==> src/rtl/fiveop_pkg.sv <==
package fiveop_pkg;
  // reduction style selectors for the MODE parameter
  localparam int MODE_COLUMN = 0;
  localparam int MODE_PAIR   = 1;

  // number of operands entering each column
  localparam int NUM_OPS = 5;

  // width of a single-column count that still lands inside a W-bit word
  function automatic int col_out_bits(input int w, input int col);
    return ((w - col) >= 3) ? 3 : (w - col);
  endfunction

  // width of a two-column count that still lands inside a W-bit word
  function automatic int pair_out_bits(input int w, input int low_col);
    return ((w - low_col) >= 4) ? 4 : (w - low_col);
  endfunction
endpackage

==> src/rtl/col_counter.sv <==
module col_counter #(
  parameter int OB = 3
) (
  input  logic [4:0]    bits,
  output logic [OB-1:0] count
);
  // population count of five equal-weight bits, kept modulo 2^OB
  always_comb begin
    count = '0;
    for (int k = 0; k < 5; k++) begin
      count = count + OB'(bits[k]);
    end
  end
endmodule

==> src/rtl/pair_counter.sv <==
module pair_counter #(
  parameter int OB = 4
) (
  input  logic [4:0]    bits_lo,
  input  logic [4:0]    bits_hi,
  output logic [OB-1:0] count
);
  // weighted count: upper-column bits carry weight two, result modulo 2^OB
  always_comb begin
    count = '0;
    for (int k = 0; k < 5; k++) begin
      count = count + OB'(bits_lo[k]) + (OB'(bits_hi[k]) << 1);
    end
  end
endmodule

==> src/rtl/csa_row.sv <==
module csa_row #(
  parameter int W = 16
) (
  input  logic [W-1:0] in_a,
  input  logic [W-1:0] in_b,
  input  logic [W-1:0] in_c,
  output logic [W-1:0] sum_o,
  output logic [W-1:0] carry_o
);
  // carry_o is already shifted up one place; the carry out of bit W-1 is never formed
  assign sum_o      = in_a ^ in_b ^ in_c;
  assign carry_o[0] = 1'b0;
  for (genvar i = 1; i < W; i++) begin : g_maj
    assign carry_o[i] = (in_a[i-1] & in_b[i-1]) | (in_a[i-1] & in_c[i-1]) |
                        (in_b[i-1] & in_c[i-1]);
  end
endmodule

==> src/rtl/ripple_add.sv <==
module ripple_add #(
  parameter int W = 16
) (
  input  logic [W-1:0] in_a,
  input  logic [W-1:0] in_b,
  output logic [W-1:0] sum
);
  logic [W-1:0] cy;

  assign cy[0] = 1'b0;
  for (genvar i = 0; i < W; i++) begin : g_fa
    assign sum[i] = in_a[i] ^ in_b[i] ^ cy[i];
    if (i < W - 1) begin : g_cy
      assign cy[i+1] = (in_a[i] & in_b[i]) | (cy[i] & (in_a[i] ^ in_b[i]));
    end
  end
endmodule

==> src/rtl/column_stage.sv <==
module column_stage
  import fiveop_pkg::*;
#(
  parameter int W = 16
) (
  input  logic [W-1:0] op_a,
  input  logic [W-1:0] op_b,
  input  logic [W-1:0] op_c,
  input  logic [W-1:0] op_d,
  input  logic [W-1:0] op_e,
  output logic [W-1:0] row_x,
  output logic [W-1:0] row_y
);
  logic [W-1:0] r_w0;  // count bit 0, weight 2^i
  logic [W-1:0] r_w1;  // count bit 1, landing at i+1
  logic [W-1:0] r_w2;  // count bit 2, landing at i+2

  if (W < 3) begin : g_width_check
    $error("column_stage needs W of at least 3");
  end

  assign r_w1[0]   = 1'b0;
  assign r_w2[1:0] = 2'b00;

  for (genvar i = 0; i < W; i++) begin : g_col
    localparam int OB = col_out_bits(W, i);
    logic [OB-1:0] cnt;

    col_counter #(.OB(OB)) u_cnt (
      .bits  ({op_e[i], op_d[i], op_c[i], op_b[i], op_a[i]}),
      .count (cnt)
    );

    assign r_w0[i] = cnt[0];
    if (OB > 1) begin : g_b1
      assign r_w1[i+1] = cnt[1];
    end
    if (OB > 2) begin : g_b2
      assign r_w2[i+2] = cnt[2];
    end
  end

  csa_row #(.W(W)) u_csa (
    .in_a    (r_w0),
    .in_b    (r_w1),
    .in_c    (r_w2),
    .sum_o   (row_x),
    .carry_o (row_y)
  );
endmodule

==> src/rtl/pair_stage.sv <==
module pair_stage
  import fiveop_pkg::*;
#(
  parameter int W = 16
) (
  input  logic [W-1:0] op_a,
  input  logic [W-1:0] op_b,
  input  logic [W-1:0] op_c,
  input  logic [W-1:0] op_d,
  input  logic [W-1:0] op_e,
  output logic [W-1:0] row_lo,
  output logic [W-1:0] row_hi
);
  localparam int NPAIR = W / 2;

  if ((W % 2) != 0 || W < 2) begin : g_width_check
    $error("pair_stage needs a positive even W");
  end

  assign row_hi[1:0] = 2'b00;

  for (genvar p = 0; p < NPAIR; p++) begin : g_pair
    localparam int LC = 2 * p;
    localparam int OB = pair_out_bits(W, LC);
    logic [OB-1:0] cnt;

    pair_counter #(.OB(OB)) u_cnt (
      .bits_lo ({op_e[LC],   op_d[LC],   op_c[LC],   op_b[LC],   op_a[LC]}),
      .bits_hi ({op_e[LC+1], op_d[LC+1], op_c[LC+1], op_b[LC+1], op_a[LC+1]}),
      .count   (cnt)
    );

    // low two count bits stay in their own pair; high two move up one pair
    assign row_lo[LC]   = cnt[0];
    assign row_lo[LC+1] = cnt[1];
    if (OB > 2) begin : g_up
      assign row_hi[LC+2] = cnt[2];
      assign row_hi[LC+3] = cnt[3];
    end
  end
endmodule

==> src/rtl/fiveop_sum.sv <==
module fiveop_sum
  import fiveop_pkg::*;
#(
  parameter int W    = 16,
  parameter int MODE = MODE_COLUMN
) (
  input  logic         clk,
  input  logic         rst_n,
  input  logic [W-1:0] op_a,
  input  logic [W-1:0] op_b,
  input  logic [W-1:0] op_c,
  input  logic [W-1:0] op_d,
  input  logic [W-1:0] op_e,
  output logic [W-1:0] sum_q
);
  logic [W-1:0] row_x;
  logic [W-1:0] row_y;
  logic [W-1:0] sum_raw;
  logic [W-1:0] sum_d;

  if (MODE == MODE_PAIR) begin : g_pair
    pair_stage #(.W(W)) u_stage (
      .op_a   (op_a),
      .op_b   (op_b),
      .op_c   (op_c),
      .op_d   (op_d),
      .op_e   (op_e),
      .row_lo (row_x),
      .row_hi (row_y)
    );
  end else begin : g_column
    column_stage #(.W(W)) u_stage (
      .op_a  (op_a),
      .op_b  (op_b),
      .op_c  (op_c),
      .op_d  (op_d),
      .op_e  (op_e),
      .row_x (row_x),
      .row_y (row_y)
    );
  end

  ripple_add #(.W(W)) u_cpa (
    .in_a (row_x),
    .in_b (row_y),
    .sum  (sum_raw)
  );

  // next-state
  always_comb begin
    sum_d = sum_raw;
  end

  // state
  always_ff @(posedge clk or negedge rst_n) begin
    if (!rst_n) begin
      sum_q <= '0;
    end else begin
      sum_q <= sum_d;
    end
  end
endmodule

==> config.mk <==
export PLATFORM = sky130hd
export DESIGN_NAME = fiveop_sum
export DESIGN_NICKNAME = d
export VERILOG_FILES = /design/src/rtl/fiveop_pkg.sv /design/src/rtl/col_counter.sv /design/src/rtl/pair_counter.sv /design/src/rtl/csa_row.sv /design/src/rtl/ripple_add.sv /design/src/rtl/column_stage.sv /design/src/rtl/pair_stage.sv /design/src/rtl/fiveop_sum.sv
export SDC_FILE = /design/constraint.sdc
export NUM_CORES = 1
export LEC_CHECK = 0
export ABC_CLOCK_PERIOD_IN_PS = 1000
export BUFFER_PORTS_ARGS = -buffer_cell sky130_fd_sc_hd__clkbuf_2
export CAP_MARGIN = 0
export CORE_ASPECT_RATIO = 1.1
export CORE_MARGIN = 4
export CORE_UTILIZATION = 50
export DETAILED_ROUTE_END_ITERATION = 7
export PLACE_DENSITY_LB_ADDON = 0.15
export SLEW_MARGIN = 20
export SYNTH_ARGS = -nofsm -noshare
export SYNTH_HDL_FRONTEND = slang
export SYNTH_SLANG_ARGS = --single-unit
==> constraint.sdc <==
create_clock -name clk -period 1 [get_ports clk]
set_clock_uncertainty 0.05 [all_clocks]
set_input_delay 0.1 -clock clk [delete_from_list [all_inputs] [get_ports clk]]
set_output_delay 0.1 -clock clk [all_outputs]
set_load 0.02 [all_outputs]
==> Yosys cells after proc, flatten, opt, wreduce, memory -nomap -nowiden <==
Cells that the tools add are included.
{ "op_classes": {"addsub": 64, "n_bitwise": 132} }
{ "ops": {"columns": ["op", "count"], "rows": [
  ["$add A3 B1 Y3", 28],
  ["$and A1 B1 Y1", 65],
  ["$add A2 B1 Y3", 14],
  ["$or A1 B1 Y1", 38],
  ["$xor A16 B16 Y16", 2],
  ["$add A1 B1 Y2", 15],
  ["$xor A1 B1 Y1", 27],
  ["$add A2 B1 Y2", 3],
  ["$add A1 B1 Y1", 4]
]} }
{ "word_totals": {"ff_bits": 16, "in_bits": 82, "out_inout_bits": 16, "wordCells": 197} }

==> Longest topological paths before layout <==
{ "logic_depth": {"word_depth": 33, "mapped_depth": 24, "depth_no_buf": 24} }

==> By module <==
From an unflattened synthesis, not the netlist that was laid out.
{ "hier_totals": {"hier_cells": 174, "hier_area_um2": 2162.1} }
{ "by_module_without_submodules": {"columns": ["module", "n_inst", "cells_each", "area_per_inst_um2", "seq_area_each_um2"], "rows": [
  ["col_counter (g_column.u_stage.g_col[0].u_cnt ...)", 14, 8, 71.3, 0.0],
  ["fiveop_sum", 1, 16, 400.4, 400.4],
  ["csa_row", 1, 18, 335.3, 0.0],
  ["ripple_add", 1, 21, 335.3, 0.0],
  ["col_counter (g_column.u_stage.g_col[14].u_cnt)", 1, 3, 48.8, 0.0],
  ["col_counter (g_column.u_stage.g_col[15].u_cnt)", 1, 3, 40.0, 0.0],
  ["column_stage", 1, 1, 3.8, 0.0]
]} }

==> Worst setup path before layout <==
Ideal clock, no wire load.
{ "synth_timing": {"kind": "input-to-reg", "start": "in op_a[2]", "end": "reg sum_q[15]", "setup_time_ns": 0.080, "t_arrival_ns": 6.966, "required_ns": 0.870, "setup_slack_ns": -6.096, "path_stages": 23, "n_path_buf": 0, "cell_sequence": "inv_1 > fa_1 > inv_1 > fa_1 > inv_1 > fa_1 > inv_1 > ha_1 > fa_1 > fa_1 > fa_1 > fa_1 > fa_1 > fa_1 > fa_1 > fa_1 > fa_1 > fa_1 > fa_1 > fa_1 > xnor2_1 > xnor2_1 > xnor2_1"} }
{ "synth_between": {"elab_chain_len": 33, "word_cells_on_any_way": 50, "cone_classes": "add/sub (4); bitwise (46)"} }
{ "synth_lines": {"columns": ["item", "line", "text"], "rows": [
  ["start, declared", "fiveop_sum.sv:9", "input logic [W-1:0] op_a,"],
  ["$add A1 B1 Y2 (*)", "col_counter.sv:11", "count = count + OB'(bits[k]);"],
  ["$add A2 B1 Y3 (*)", "col_counter.sv:11", null],
  ["$add A3 B1 Y3 (*) (2 in a row)", "col_counter.sv:11", null],
  ["$and A1 B1 Y1", "csa_row.sv:14", "assign carry_o[i] = (in_a[i-1] & in_b[i-1]) | (in_a[i-1] & in_c[i-1]) |"],
  ["$or A1 B1 Y1 (2 in a row)", "csa_row.sv:14", null],
  ["$xor A1 B1 Y1", "ripple_add.sv:14", "assign cy[i+1] = (in_a[i] & in_b[i]) | (cy[i] & (in_a[i] ^ in_b[i]));"],
  ["$and A1 B1 Y1", "ripple_add.sv:14", null],
  ["$or A1 B1 Y1", "ripple_add.sv:14", null],
  ["(+16 left out)", null, null],
  ["$and A1 B1 Y1 (*)", "ripple_add.sv:14", null],
  ["$or A1 B1 Y1 (*)", "ripple_add.sv:14", null],
  ["$and A1 B1 Y1 (*)", "ripple_add.sv:14", null],
  ["$or A1 B1 Y1 (*)", "ripple_add.sv:14", null],
  ["$and A1 B1 Y1 (*)", "ripple_add.sv:14", null],
  ["$or A1 B1 Y1 (*)", "ripple_add.sv:14", null],
  ["$xor A1 B1 Y1 (*)", "ripple_add.sv:12", "assign sum[i] = in_a[i] ^ in_b[i] ^ cy[i];"],
  ["net sum_d[15]", "fiveop_sum.sv:19", "logic [W-1:0] sum_d;"],
  ["end signal, assigned", "fiveop_sum.sv:59", "sum_q <= sum_d;"],
  ["end, declared", "fiveop_sum.sv:14", "output logic [W-1:0] sum_q"]
]} }
Mark *: on every way through the listed nets, which the timed path passes. The rest lies on a longest branch.

==> Worst setup path after layout <==
Same ends and word-level chain as after synthesis.

==> results.cfg <==
[outcome]
status = complete, but fails checks
violations = setup timing

[sta]
hold_slack_ns = 0.1170
tns_ns = -47.42
grt_setup_unrepaired = yes
hold_viol = 0
transition_time_at_the_pin_with_the_least_slew_margin_ns = 0.4034
fin_ws_ns = -5.530
final-max-slew-violation-count = 0
maxSlewHeadroom = 0.7311
final.period_utilization = 6.530
fmaxAchievable_ghz = 0.1531
time_the_worst_path_needs_with_i_o_delays_and_setup_ns = 6.530
setup_viol_count_final = 16

[grt]
leftover_overflow_at_the_end_of_global_routing = 0
grt_usage = 0.1446
vias_in_the_first_global_route = 1587
grt_max_degree = 17
number_of_antenna_violations_at_the_first_check_in_global_routing = 0
grt_first_pass_wirelength_mm = 6.375

[logic_synthesis]
synth_top_cells_by_count = 87 x inv_1, 55 x fa_1, 16 x dfrtp_1, 16 x ha_1, 6 x xnor2_1
synthDistinctLibCells = 7
synth-edff-count = 0
syn_inst = 182
yosys_warnings = 0
synth_most_common_cell = inv_1
synthDominantAreaCellType = fa_1
synth_area_per_cell_um2 = 11.65
synth.net_count = 335
total_standard_cell_area_after_synthesis_mm2 = 0.002120
synth_top_area_frac = 0.5195
dominantRegCellSynth = dfrtp_1
ys_seq_elements = 16
netlist_top_cells_area = fa_1 52%, dfrtp_1 19%, inv_1 15%
yosysSeqAreaShare = 0.1889
synth-async-reset-ratio = 1.000

[worst_setup_path]
critical_path.max_fanout = 1
cp.required_ns = 1.12
cp_top_family = adder cells
setup.worst_path.class = input port to flip-flop
critPathMostFrequentCell = fa_2
startpoint_type = input port
endpoint_class_of_the_critical_path = flip-flop
path_cells = buf_8, inv_8, fa_1, inv_1, fa_2, inv_2, fa_1, inv_2, ha_4, fa_2, fa_2, fa_2, fa_2, fa_2, fa_2, fa_2, fa_2, fa_2, fa_2, fa_2, fa_2, xnor2_2, xnor2_1, xnor2_1
cp.buffers_inverters = 5
critical-path-max-stage-delay_ns = 0.54
critical_path.slowest_cell = fa_1
critical_path_arrival_ns = 6.65

[clock_tree]
tritoncts.num_buffers = 3
tritoncts = yes
post-cts-setup-buffers = 0
worst_setup_hold_path_clk_slew_ns = 0.06
root_buffer = clkbuf_8
clock_path_buffers = 2
clkSinkCount = 16
cts-htree-levels = 1

[pwr]
p_leak_uw = 0.001645
power.ir.vdd_worst_uv = 849.9
cellPowerDensity_mw_per_mm2 = 1759

[detailed_routing]
detail_route.first_pass.iterations = 3
finalWirelength_mm = 3.380
route.detailed.drc = 0
route.detailed.vias_per_inst = 4.238
antenna_left = 0
detailed_route_wire_length_per_cell_um = 10.06
detailedRoute.firstIterationViolations = 10
num_vias = 1424

[floorplanning]
initial_core_utilization = 0.5267
die_width_um = 70.08
die_y_um = 76.29
die_area_mm2 = 0.005346
design.core.area_mm2 = 0.004024
pin_count = 98
num_rows = 24

[layout]
filler_cell_count = 306
area_growth_pct = 35.18
largest_reg_flops = 16
final_layout_size_suffix_gt1_frac = 0.4683
n_antenna_cell = 0
finalNetCount = 438
multi_input_area_mm2 = 0.001488
largest_registers = sum_q x16
layoutNonFillerInstCount = 336
area.sequential_um2 = 400.4
max_flop_register = sum_q

[placed_design]
detailed_place_hpwl_mm = 3.354
portBuffers = 97
globalplace.congestion = 0.7775
place.detailed.instances = 331

[min_path]
hp-class = input port to flip-flop

[job]
max_cap_violations = 0
==> power breakdown <==
group | switching [uW] | leakage, uW | total (uW) | internal (uW)
clock | 211 | 0.0000288 | 560 | 349
combinational | 1840 | 0.00143 | 3370 | 1530
sequential | 83.1 | 0.000186 | 1110 | 1030
==> area by class of cell <==
type | instances | area share
inverter | 87 | 0.1192
clock buffer | 4 | 0.01921
multi-input combinational | 79 | 0.5192
tap | 52 | 0.02271
sequential | 16 | 0.1397
timing repair buffer | 98 | 0.1799
==> cells in the final DEF (no fill, tap or decap) <==
cell	count
clkbuf_2	95
inv_1	76
fa_1	40
dfrtp_1	16
fa_2	15
ha_1	12
inv_2	9
xnor2_1	5
ha_4	4
clkbuf_8	4
inv_8	2
xnor2_2	2
buf_8	2
xnor3_1	1
dlygate4sd3_1	1
==> routing by layer <==
metal | global-route usage | wire, um | up-vias
met5 | 0 | 0 | -
met4 | 0.01724 | 3 | 0
met3 | 0.02902 | 251 | 2
met2 | 0.2675 | 1893 | 53
met1 | 0.1786 | 1232 | 690
li1 | - | - | 679
==> logic make-up (layout without fill, tap and decap cells) <==
family / count (synthesis) / after routing / share of synthesized area
buffers and inverters: 87 / 189 / 0.1541
adders and majority gates: 71 / 71 / 0.6139
DFF: 16 / 16 / 0.1889
xor gates and xnor gates: 8 / 8 / 0.04309
==> timing repair <==
action | in CTS | in global routing
cloned | 0 | 0
hold buffers | 1 | 0
endpoints found under the hold margin | 16 | 0
resized for setup | 10 | 6
pin swaps | 5 | 7
setup endpoints to repair | 16 | 16
==> metrics by stage <==
stage | instance area [um2] | worst slack [ns] | utilization | total power [uW]
global route | 2865 | -5.711 | 0.7121 | 5695
CTS | 2860 | -5.562 | 0.7108 | 5184
finish | 2865 | -5.530 | 0.7121 | 5041
detailed placement | 2733 | -5.855 | 0.6791 | 4503
global placement | 2733 | -5.806 | 0.6791 | 4359
floorplan | 2182 | -5.544 | - | 3499
==> worst paths after layout <==
path	from	to	cells after the start
min in group asynchronous	rst_n	sum_q[0]	2
max	op_a[2]	sum_q[15]	24
max in group asynchronous	rst_n	sum_q[8]	2
min	op_e[0]	sum_q[0]	2
Power figures use the tool's default switching activity.
